## config.mk

```make
export PLATFORM = sky130hd
export DESIGN_NAME = desc_list_gen
export DESIGN_NICKNAME = d
export VERILOG_FILES = /design/src/rtl/dlg_pkg.sv /design/src/rtl/dlg_chunker.sv /design/src/rtl/dlg_word_fmt.sv /design/src/rtl/desc_list_gen.sv
export SDC_FILE = /design/constraint.sdc
export NUM_CORES = 1
export LEC_CHECK = 0
export BUFFER_PORTS_ARGS = -buffer_cell sky130_fd_sc_hd__buf_2
export CAP_MARGIN = 40
export CORE_UTILIZATION = 55
export CTS_CLUSTER_DIAMETER = 100
export CTS_CLUSTER_SIZE = 24
export DETAILED_ROUTE_END_ITERATION = 12
export PLACE_DENSITY = 0.76
export SYNTH_ARGS = -nofsm -noshare
export SYNTH_HDL_FRONTEND = slang
export SYNTH_SLANG_ARGS = --single-unit
export TNS_END_PERCENT = 10
```

## constraint.sdc

```tcl
create_clock -name clk -period 13.7 [get_ports clk]
set_clock_uncertainty 0.15 [all_clocks]
set_input_delay 1.37 -clock clk [delete_from_list [all_inputs] [get_ports clk]]
set_output_delay 1.37 -clock clk [all_outputs]
set_load 0.03 [all_outputs]
```

## src/rtl/dlg_pkg.sv

```systemverilog
package dlg_pkg;
   localparam int WORD_W         = 32;
   localparam int WORDS_PER_DESC = 4;

   typedef enum logic [1:0] {
      ST_IDLE,
      ST_TAKE,
      ST_EMIT,
      ST_SEAL
   } dlg_state_e;

   typedef enum logic [1:0] {
      WK_ZERO,
      WK_ADDR,
      WK_LEN,
      WK_SEAL
   } word_kind_e;
endpackage

```

## src/rtl/dlg_chunker.sv

```systemverilog
module dlg_chunker #(
   parameter int LEN_W   = 24,
   parameter int BOUND_W = 16,
   localparam int CH_W   = BOUND_W + 1,
   localparam int CMP_W  = (LEN_W > CH_W) ? LEN_W : CH_W
) (
   input  logic [BOUND_W-1:0] addr_lo,
   input  logic [LEN_W-1:0]   remain,
   output logic [CH_W-1:0]    chunk
);
   logic [CH_W-1:0]  room;
   logic [CMP_W-1:0] room_w;
   logic [CMP_W-1:0] rem_w;

   if (BOUND_W < 1) begin : g_bad_bound
      $error("dlg_chunker: BOUND_W must be at least 1");
   end

   // bytes left before the next aligned window boundary
   assign room   = {1'b1, {BOUND_W{1'b0}}} - {1'b0, addr_lo};
   assign room_w = CMP_W'(room);
   assign rem_w  = CMP_W'(remain);
   assign chunk  = (rem_w < room_w) ? CH_W'(remain) : room;
endmodule

```

## src/rtl/dlg_word_fmt.sv

```systemverilog
module dlg_word_fmt
   import dlg_pkg::*;
#(
   parameter int ADDR_W     = 32,
   parameter int BOUND_W    = 16,
   parameter bit BIG_ENDIAN = 1'b1
) (
   input  word_kind_e          kind,
   input  logic [ADDR_W-1:0]   addr,
   input  logic [BOUND_W:0]    chunk,
   input  logic [WORD_W-1:0]   held_len,
   output logic [WORD_W-1:0]   len_word,
   output logic [WORD_W-1:0]   wr_data
);
   localparam int NBYTES = WORD_W / 8;
   logic [WORD_W-1:0] raw;

   if (ADDR_W > WORD_W) begin : g_bad_addr
      $error("dlg_word_fmt: ADDR_W exceeds the table word width");
   end
   if (BOUND_W + 1 >= WORD_W) begin : g_bad_len
      $error("dlg_word_fmt: length field collides with end-of-list bit");
   end

   assign len_word = WORD_W'(chunk);

   always_comb begin
      unique case (kind)
         WK_ADDR: raw = WORD_W'(addr);
         WK_LEN:  raw = len_word;
         WK_SEAL: raw = held_len | {1'b1, {(WORD_W-1){1'b0}}};
         default: raw = '0;
      endcase
   end

   if (BIG_ENDIAN) begin : g_swap
      for (genvar b = 0; b < NBYTES; b++) begin : g_byte
         assign wr_data[8*b +: 8] = raw[WORD_W-8-8*b +: 8];
      end
   end else begin : g_native
      assign wr_data = raw;
   end
endmodule

```

## src/rtl/desc_list_gen.sv

```systemverilog
module desc_list_gen
   import dlg_pkg::*;
#(
   parameter int ADDR_W     = 32,
   parameter int LEN_W      = 24,
   parameter int BOUND_W    = 16,
   parameter int MAX_DESC   = 64,
   parameter bit BIG_ENDIAN = 1'b1,
   localparam int IDX_W     = $clog2(MAX_DESC * WORDS_PER_DESC),
   localparam int CNT_W     = $clog2(MAX_DESC + 1)
) (
   input  logic              clk,
   input  logic              rst_n,
   input  logic              start,
   input  logic              seg_valid,
   output logic              seg_ready,
   input  logic [ADDR_W-1:0] seg_addr,
   input  logic [LEN_W-1:0]  seg_len,
   input  logic              seg_last,
   output logic              wr_en,
   output logic [IDX_W-1:0]  wr_idx,
   output logic [WORD_W-1:0] wr_data,
   output logic              done,
   output logic [CNT_W-1:0]  desc_count,
   output logic              fallback
);
   localparam int WSEL_W = $clog2(WORDS_PER_DESC);
   localparam int CH_W   = BOUND_W + 1;
   localparam logic [WSEL_W-1:0] WSEL_ADDR = WSEL_W'(1);
   localparam logic [WSEL_W-1:0] WSEL_LEN  = WSEL_W'(WORDS_PER_DESC - 1);

   if (MAX_DESC < 1) begin : g_bad_depth
      $error("desc_list_gen: MAX_DESC must be at least 1");
   end
   if (BOUND_W >= ADDR_W) begin : g_bad_bound
      $error("desc_list_gen: BOUND_W must be below ADDR_W");
   end

   dlg_state_e        state;
   logic [ADDR_W-1:0] cur_addr;
   logic [LEN_W-1:0]  rem_len;
   logic              seg_is_last;
   logic [WSEL_W-1:0] wsel;
   logic [CNT_W-1:0]  desc_n;
   logic [WORD_W-1:0] held_len;
   logic              done_q;
   logic [CNT_W-1:0]  count_q;
   logic              fb_q;

   logic [CH_W-1:0]   chunk;
   logic [WORD_W-1:0] len_word;
   logic [LEN_W-1:0]  rem_next;
   logic              table_full;
   word_kind_e        kind;

   dlg_chunker #(
      .LEN_W   (LEN_W),
      .BOUND_W (BOUND_W)
   ) u_chunker (
      .addr_lo (cur_addr[BOUND_W-1:0]),
      .remain  (rem_len),
      .chunk   (chunk)
   );

   dlg_word_fmt #(
      .ADDR_W     (ADDR_W),
      .BOUND_W    (BOUND_W),
      .BIG_ENDIAN (BIG_ENDIAN)
   ) u_fmt (
      .kind     (kind),
      .addr     (cur_addr),
      .chunk    (chunk),
      .held_len (held_len),
      .len_word (len_word),
      .wr_data  (wr_data)
   );

   assign table_full = (desc_n == CNT_W'(MAX_DESC));
   assign rem_next   = rem_len - LEN_W'(chunk);

   always_comb begin
      kind = WK_ZERO;
      if (state == ST_SEAL) begin
         kind = WK_SEAL;
      end else if (wsel == WSEL_ADDR) begin
         kind = WK_ADDR;
      end else if (wsel == WSEL_LEN) begin
         kind = WK_LEN;
      end
   end

   always_comb begin
      wr_en  = 1'b0;
      wr_idx = IDX_W'({desc_n, wsel});
      if (state == ST_EMIT) begin
         wr_en = !((wsel == '0) && table_full);
      end else if (state == ST_SEAL) begin
         wr_en  = 1'b1;
         wr_idx = IDX_W'({desc_n - 1'b1, WSEL_LEN});
      end
   end

   assign seg_ready  = (state == ST_TAKE);
   assign done       = done_q;
   assign desc_count = count_q;
   assign fallback   = fb_q;

   always_ff @(posedge clk) begin
      if (!rst_n) begin
         state       <= ST_IDLE;
         cur_addr    <= '0;
         rem_len     <= '0;
         seg_is_last <= 1'b0;
         wsel        <= '0;
         desc_n      <= '0;
         held_len    <= '0;
         done_q      <= 1'b0;
         count_q     <= '0;
         fb_q        <= 1'b0;
      end else begin
         done_q <= 1'b0;
         unique case (state)
            ST_IDLE: begin
               if (start) begin
                  desc_n <= '0;
                  state  <= ST_TAKE;
               end
            end
            ST_TAKE: begin
               if (seg_valid) begin
                  if (seg_len == '0) begin
                     if (desc_n == '0) begin
                        done_q  <= 1'b1;
                        count_q <= '0;
                        fb_q    <= 1'b1;
                        state   <= ST_IDLE;
                     end else begin
                        state <= ST_SEAL;
                     end
                  end else begin
                     cur_addr    <= seg_addr;
                     rem_len     <= seg_len;
                     seg_is_last <= seg_last;
                     wsel        <= '0;
                     state       <= ST_EMIT;
                  end
               end
            end
            ST_EMIT: begin
               if ((wsel == '0) && table_full) begin
                  done_q  <= 1'b1;
                  count_q <= '0;
                  fb_q    <= 1'b1;
                  state   <= ST_IDLE;
               end else begin
                  wsel <= wsel + 1'b1;
                  if (wsel == WSEL_LEN) begin
                     held_len <= len_word;
                     desc_n   <= desc_n + 1'b1;
                     cur_addr <= cur_addr + ADDR_W'(chunk);
                     rem_len  <= rem_next;
                     if (rem_next == '0) begin
                        state <= seg_is_last ? ST_SEAL : ST_TAKE;
                     end
                  end
               end
            end
            ST_SEAL: begin
               done_q  <= 1'b1;
               count_q <= desc_n;
               fb_q    <= 1'b0;
               state   <= ST_IDLE;
            end
            default: state <= ST_IDLE;
         endcase
      end
   end
endmodule

```

==> flow_results.org, run 1 <==
** Setup path
- STA puts the critical path data required time at about 14 ns.
- FF-to-FF End :: state[1]$_SDFFE_PN0P_
- STA puts the critical path data arrival time at about 8.4 ns.
- Library cell contributing the largest single delay on the critical path :: nor4_1
- Start-to-end type of the worst setup path :: reg2reg
- The setup check on the worst reg-to-reg path leaves a slack of approximately 5.4 ns.
- Crit path launch type :: flop
- Worst-path fanout max :: 23
- Counting cells, the worst reg-to-reg path comes to 25.
- Among the stages of the critical path, the cell type that occurs most often is ha_1.
- Worst stage delay on the critical path :: ~0.7 ns
- Critical path capture point type :: flop
- The worst register-to-register path begins at cur_addr[1]$_SDFFE_PN0P_.

** Clock tree
- The longest clock path from root to sink contains 2 buffers.
- Post-cts repair resize count :: 0
- TritonCTS built the clock tree.
- Buffer type at the clock tree root :: clkbuf_16
- Clock tree sinks :: 94
- Count of hold buffers inserted by post-cts repair :: 0
- Number of buffers inserted during clock tree synthesis :: 9
- In this run the number of H-tree levels came out at 3.
- Clock transition at path regs :: around 0.080 ns
- Setup Fix Bufs, Post-CTS :: 0
- The clock reaches the later pin of the worst-skew pair after about 0.37 ns.

** Min path
- Class of the tightest hold or removal check :: reg2reg
- Launch point of the worst hold path :: fallback$_SDFFE_PN0P_
- Counting instances, the worst hold path has a depth of 2.
- The worst hold path terminates at fallback$_SDFFE_PN0P_.

** Yosys
- Yosys printed 0 warnings.
- Yosys mapped a number of flops with a built-in enable equal to 0.
- Average size of a mapped cell :: around 7.1 um2
- Most frequently used flop master after synthesis :: dfxtp_1
- Counting every net in the synthesized netlist gives around 1.3k.
- In this run the cell area of the synthesized design comes to ~0.0087 mm2.
- Synthesis-stage register bit count :: 94
- After synthesis, the netlist uses 90 different library cells.
- Sequential element share of the synthesized area :: between 20% and 30%
- After synthesis, the share of flip-flops with an asynchronous set or reset is 0%.
- Post-synthesis instance total :: between 1k and 1.5k

** Global route
- Via count of the first global-routing pass :: around 8.5k
- Overall overflow remaining after global route :: 0
- Pin count of the biggest net entering global routing :: 63
- Antenna violations before repair :: 0
- First-pass GRT wire length :: roughly 45000 um
- Across every metal layer, demand over resource in global routing totals approximately a third.

** Placement
- Detailed placement ended at an HPWL of roughly 20000 um.
- Summing all placed instances gives a cell area of about 0.0093 mm2.
- Number of buffers added on ports :: 111
- Routability-driven placement finished with a final weighted congestion of slightly above 0.9.

** Cells and area
- At the end of the flow the core is filled with cells to 62.71%.
- # nets final :: 1365
- In the layout the commonest cells are 177 x nor2_1, 115 x nand2_1, 111 x buf_2.
- Summing all multi-input logic gate instances after layout gives 0.006339 mm2.
- The library cell used most frequently in the layout, excluding fill and tap cells, is nor2_1.
- Post-synthesis to final-layout area growth :: 10.45%
- In the final layout, flip-flops and latches occupy about 0.0019 mm2.
- The post-route netlist has approximately 14% of its cells at a drive strength greater than 1.
- # diodes :: 0
- Fillers :: ~1.4k
- Summing all non-filler instances in the final layout gives an area of between 0.009 and 0.01 mm2.

** Drt
- Number of optimization iterations in the first detailed-route pass :: 5
- For this run, design rule violations remaining after detail routing come to 0.
- The routed design has ~28000 um of wire.
- Drt first-iter violations :: slightly above 900
- WL/cell :: 18.76 um
- Total vias in the final route :: roughly 9.5k
- Post-DR vias/cell :: roughly 6.4
- Residual antenna-violating net count after detailed routing :: 0

** STA
- Unrepaired setup endpoints after global routing :: false
- Setup violators final :: 0
- Total count of hold-check failures in the final report :: 0
- After layout, the worst path uses roughly 60% of the clock period.
- Peak Freq :: ~120 MHz
- Summed over all failing endpoints, the final setup total negative slack is 0 ns.
- Tmin final :: about 8.3 ns
- Slew at the pin closest to its max-slew limit :: ~0.90 ns
- Tightest hold margin :: 0.3088 ns
- The max-slew violation total from the final report was 0.
- Headroom to the max-slew limit :: about two fifths

** Power and ir drop
- Part of the total power dissipated in the clock network :: between 10% and 20%
- Switching Share :: about half
- Dividing total power by cell area gives a power density of between 150 and 200 mW/mm2.
- The share of total power dissipated in combinational logic is between 60% and 70%.
- Sw Pwr :: about 0.0009 W
- Standby leakage power :: approximately 4 nW
- Max IR drop VDD :: 0.08262 mV
- The internal portion of the total power is slightly above 0.0008 W.
- Of the total power, registers draw between 20% and 30%.

** Outcome
- The run finished with clean final reports.

** Job
- Max-cap violations in this run came to 0.

** Floorplanning
- Number of placement rows :: 45
- Full die area :: approximately 0.016 mm2
- Initial Util :: a little under three fifths
- I/O pin count :: 112
- Chip height :: around 130 um
- The die is around 130 um wide.
- Area of the core :: around 0.015 mm2
-- stage by stage --
stage	instances	total power (W)	setup WS (ns)
after floorplan	1228	0.001147	6.169
after global placement	1467	0.001373	5.939
after detailed placement	1471	0.001395	5.705
after CTS	1487	0.001665	5.588
after global routing	1487	0.001797	4.927
final	1487	0.001688	5.423
-- power groups by stage --
stage               registers (W)  clock network [W]  logic [W]
detailed placement       0.000352                  0    0.00104
global route             0.000353           0.000277    0.00117
finish                   0.000347           0.000269    0.00107
floorplan                0.000324                  0   0.000823
CTS                      0.000345           0.000269    0.00105
global placement         0.000351                  0    0.00102
-- worst max-delay path: cells and delay by family, from the launching register on --
kind | cells | cell delay, ns
flip-flops | 1 | 0.37
AO/OA/AOI/OAI | 8 | 2.21
AND/OR/NAND/NOR | 11 | 3.86
adder cells (fa/ha/maj) | 4 | 1.30
buffers and inverters | 2 | 0.28
-- worst max-delay path by stage --
| stage | to | startpoint | slack (ns) |
|---|---|---|---|
| 4_1_cts | state[1]$_SDFFE_PN0P_ | cur_addr[1]$_SDFFE_PN0P_ | 5.59 |
| 2_1_floorplan | state[1]$_SDFFE_PN0P_ | cur_addr[1]$_SDFFE_PN0P_ | 6.17 |
| 3_3_place_gp | state[1]$_SDFFE_PN0P_ | cur_addr[1]$_SDFFE_PN0P_ | 5.94 |
| 5_1_grt | state[1]$_SDFFE_PN0P_ | cur_addr[1]$_SDFFE_PN0P_ | 4.93 |
| 6_report | state[1]$_SDFFE_PN0P_ | cur_addr[1]$_SDFFE_PN0P_ | 5.42 |
| 3_5_place_dp | state[1]$_SDFFE_PN0P_ | cur_addr[1]$_SDFFE_PN0P_ | 5.71 |
-- cells in the mapped netlist, types with 12 or more instances --
library cell	count	area, um2
and3_1	24	150.1
xor2_1	19	166.4
xnor2_1	32	280.3
dfxtp_1	94	1882
clkbuf_1	71	266.5
nor3_1	42	210.2
nor2_1	177	664.4
inv_1	39	146.4
nor4_1	15	93.84
a221oi_1	20	175.2
nand3_1	35	175.2
a311oi_1	12	105.1
ha_1	33	412.9
a211oi_1	37	277.8
or3_1	16	100.1
a22oi_1	12	90.09
a21oi_1	75	375.4
nand2_1	116	435.4
maj3_1	14	140.1
o21ai_0	70	350.3
and2_1	14	87.58
a31oi_1	16	100.1
o211ai_1	15	112.6
a21o_1	14	105.1
-- cell families after synthesis --
| family | count (synthesis) | share of synthesized area, % |
|---|---|---|
| AOI/OAI and AO/OA | 390 | 31.51 |
| xor gates and xnor gates | 55 | 6.079 |
| adders and majority gates | 49 | 6.595 |
| buffers and inverters | 133 | 6.108 |
| DFF | 94 | 21.56 |
| muxes | 8 | 0.9319 |
| and+or+nand+nor | 499 | 27.21 |
-- registers in the layout, summed over array words and instances, names as in the netlist --
signal	flops
held_len	17
fallback	1
seg_is_last	1
cur_addr	32
state	2
desc_n	7
done	1
rem_len	24
desc_count	7
wsel	2
-- metal layers --
metal  wire (um)  up-vias  global-route usage, %
met4         774        0                  13.01
met1       12430     4409                  47.95
met2       12670      439                  54.16
met5           0        -                      0
li1            -     4616                      -
met3        2020       53                  4.215
-- layout make-up --
cell class | instances | area share, %
inverter | 40 | 1.558
clock buffer | 9 | 2.336
sequential | 94 | 19.52
clock inverter | 7 | 0.7788
timing repair buffer | 125 | 7.308
multi-input combinational | 1001 | 65.76
tap | 211 | 2.739
Power figures use the tool's default switching activity.
==> run 2: changes to the inputs <==
ABC_AREA = 1   (was not set)
clock period = 7.9 ns   (was 13.7 ns; I/O delays follow)
==> flow_results.org, run 2 <==
** Drt
- Drt first-iter violations :: 745 (-19%)
- Total DRC errors in the routed layout :: 0 (unchanged)
- The number of optimization iterations in the first detailed-route pass is 6 (+1).
- The total detailed-routing wirelength was 27680 um (-0.77%).
- The routed length per placed instance was 14.94 um (-20%).
- The ratio of routed vias to standard cells is 5.450 (-15%).
- Residual antenna-violating net count after detailed routing :: 0 (unchanged)
- The via count of the routed design is 10.10k (+6.1%).

** Min path
- The tightest min-delay check is of the reg2reg type.
- Number of instances on the worst hold path :: 2 (unchanged)

** Setup path
- Critical path capture point type :: flop
- The data required time of the worst path came to 8.01 ns (-5.80 ns).
- Most frequent cell on the critical path :: nand2_1
- The data arrival at the endpoint of the critical path was 5.94 ns (-2.45 ns).
- Start-to-end type of the worst setup path :: reg2reg
- Worst-path fanout max :: 63 (+170%)
- The largest individual stage delay along the critical path comes from the cell o21ai_0.
- The worst setup path is launched from a flop.
- The path depth of the worst reg2reg path is 37 (+48%).
- The highest cell delay on the worst timing path is 0.56 ns (-0.15 ns).

** STA
- The shortest period the worst path allows came to 5.826 ns (-2.450 ns).
- Slew at the pin closest to its max-slew limit :: 0.8884 ns (-0.01314 ns)
- Setup ws final :: 2.074 ns (-3.350 ns)
- Setup violators final :: 0 (unchanged)
- Total count of hold-check failures in the final report :: 0 (unchanged)
- The final worst-path cycle share came to 73.75% (+13 points).
- The relative max-transition margin is 40.77% (+1.4 points).
- Accumulated negative setup slack :: 0 ns (unchanged)
- Unrepaired setup endpoints after global routing :: false
- The timing-limited maximum frequency is 171.6 MHz (+42%).
- The max-slew violation total from the final report is 0 (unchanged).

** Cells and area
- Flip-flop count of the largest register, all copies and words added :: 32 (unchanged)
- # diodes :: 0 (unchanged)
- Share of final-layout standard cells stronger than drive strength 1 :: 11.21% (-3.3 points)
- The post-route core utilization came to 63.51% (+0.80 points).
- The top cell types in the final layout, fill and taps aside, are 428 x nand2_1, 237 x inv_1, 209 x nor2_1.
- Commonest non-fill, non-tap cell in the layout :: nand2_1
- Largest registers :: cur_addr x32, rem_len x24, held_len x17
- Combined area of the multi-input logic cells :: 0.005709 mm2 (-9.9%)
- The final net count was 1731 (+27%).
- The register cell area after layout is 0.001882 mm2 (unchanged).
- Compared with the post-synthesis result, the final layout area differs by 11.74%.
- The number of fill cells was 1560 (+8.3%).
- Register bank with the most flops :: cur_addr

** Yosys
- Sequential element share of the synthesized area :: 21.54% (-0.022 points)
- Most frequently used flop master after synthesis :: dfxtp_1
- In the post-synthesis netlist, the cell with the most instances is nand2_1.
- Cell taking the most area after synthesis :: dfxtp_1
- The number of register bits inferred by synthesis was 94 (unchanged).
- Yosys top cell area share :: 21.54% (-0.022 points)
- Netlist Area Pre-Place :: 0.008736 mm2 (+0.10%)
- Leading cell types by total area after synthesis :: dfxtp_1 22%, nand2_1 18%, inv_1 10%
- The post-synthesis cell type count is 44 (-51%).
- The async set-reset flop share out of synthesis was 0% (unchanged).
- Leading post-synthesis cells by instance count :: 428 x nand2_1, 237 x inv_1, 210 x nor2_1, 113 x nand3_1, 109 x a21oi_1
- The post-synthesis net count came to 1648 (+25%).
- The synthesized area per cell was 5.622 um2 (-21%).
- The synthesized instance count came to 1554 (+27%).
- The number of enable flip-flop cells after synthesis came to 0 (unchanged).
- YS warnings :: 0 (unchanged)

** Floorplanning
- Area of the core :: 0.01537 mm2 (unchanged)
- The width of the die is 128.0 um (about the same).
- Full die area :: 0.01639 mm2 (+0.10%)
- I/O pin count :: 112 (unchanged)
- The number of placement rows was 45 (unchanged).
- The effective utilization at floorplan came to 56.83% (+0.057 points).
- Chip height :: 128.0 um (about the same)

** Global route
- The initial antenna violation count came to 2 (+2).
- First-pass GRT wire length :: 43700 um (-2.9%)
- Pin count of the biggest net entering global routing :: 84 (+33%)
- The via count of the first global-routing pass was 8908 (+5.0%).
- The global-route usage over all layers was 33.74% (-0.66 points).
- The global-route congestion overflow total came to 0 (unchanged).

** Clock tree
- Number of buffers inserted during clock tree synthesis :: 9 (unchanged)
- The buffer levels on the longest clock path came to 2 (unchanged).
- The root buffer cell chosen for the clock tree is clkbuf_16.
- The clock latency on the worst-skew pair was 0.36 ns (about the same).
- The clock transition at the registers of the reported paths came to 0.08 ns (about the same).
- The number of gates resized after cts came to 0 (unchanged).
- The H-tree depth was 3 (unchanged).
- Clock tree from TritonCTS :: done
- The number of sinks on the clock net was 94 (unchanged).
- The number of hold-repair buffers added at the cts stage was 0 (unchanged).
- The buffers inserted during post-CTS setup optimization was 0 (unchanged).

** Placement
- Detailed-placement wirelength estimate :: 21200 um (+5.0%)
- The pre-CTS worst setup slack was 2.206 ns (-3.499 ns).
- The routability congestion estimate came to 0.9839 (+5.8%).
- The number of input and output port buffers inserted came to 111 (unchanged).

** Job
- Maximum Capacitance Violations :: 0 (unchanged)

** Outcome
- Result of the run :: completed
[run 2: area by class of cell]
| type | count | area share (%) |
|---|---|---|
| Clock inverter | 7 | 0.5768 |
| Multi-Input combinational cell | 1163 | 58.49 |
| Clock buffer | 9 | 2.307 |
| Inverter | 247 | 9.498 |
| Sequential cell | 94 | 19.28 |
| Timing Repair Buffer | 122 | 7.152 |
| Tap cell | 211 | 2.704 |
[run 2: cell families (layout without fill, tap and decap cells)]
family	after synthesis	after routing	synth area share [%]
DFF	94	94	21.54
AOI/OAI and AO/OA	276	276	18.40
and+or+nand+nor	833	833	39.99
xor gates and xnor gates	21	21	2.105
adders and majority gates	33	33	4.726
buffers and inverters	297	385	13.23
[run 2: final timing paths]
path	startpoint	end	slack, ns
min reg2reg	seg_is_last$_SDFFE_PN0P_	seg_is_last$_SDFFE_PN0P_	0.32
min	seg_is_last$_SDFFE_PN0P_	seg_is_last$_SDFFE_PN0P_	0.32
max	cur_addr[2]$_SDFFE_PN0P_	state[1]$_SDFFE_PN0P_	2.07
max reg2reg	cur_addr[2]$_SDFFE_PN0P_	state[1]$_SDFFE_PN0P_	2.07
[run 2: routing by layer]
layer	up-vias	GRT usage, %	routed length, um	share of wire, %
met5	-	0	0	0
met4	0	11.70	732	2.6
met3	58	6.636	2111	7.6
met2	369	55.08	12460	45
met1	4511	44.25	12380	45
li1	5161	-	-	-
[run 2: stage by stage]
stage                     hold slack, ns  cells  instance area, um2
final                             0.3210   1853                9762
after global routing              0.3375   1853                9762
after CTS                         0.3209   1853                9762
after detailed placement          0.3080   1837                9480
after global placement            0.3048   1833                9390
after floorplan                   0.2904   1554                8736
[run 2: worst max-delay path, delay by kind of cell, from the launching register on]
kind | cells | cell delay, ns
flops | 1 | 0.37
simple gates | 22 | 2.54
xor+xnor | 1 | 0.20
fa+ha+maj | 3 | 0.72
compound gates | 5 | 1.22
buf+inv | 6 | 0.50
Power of run 2 is left out: the tool's default activity adds up to more than one toggle a clock period on the data nets, which glitch-free logic cannot reach.
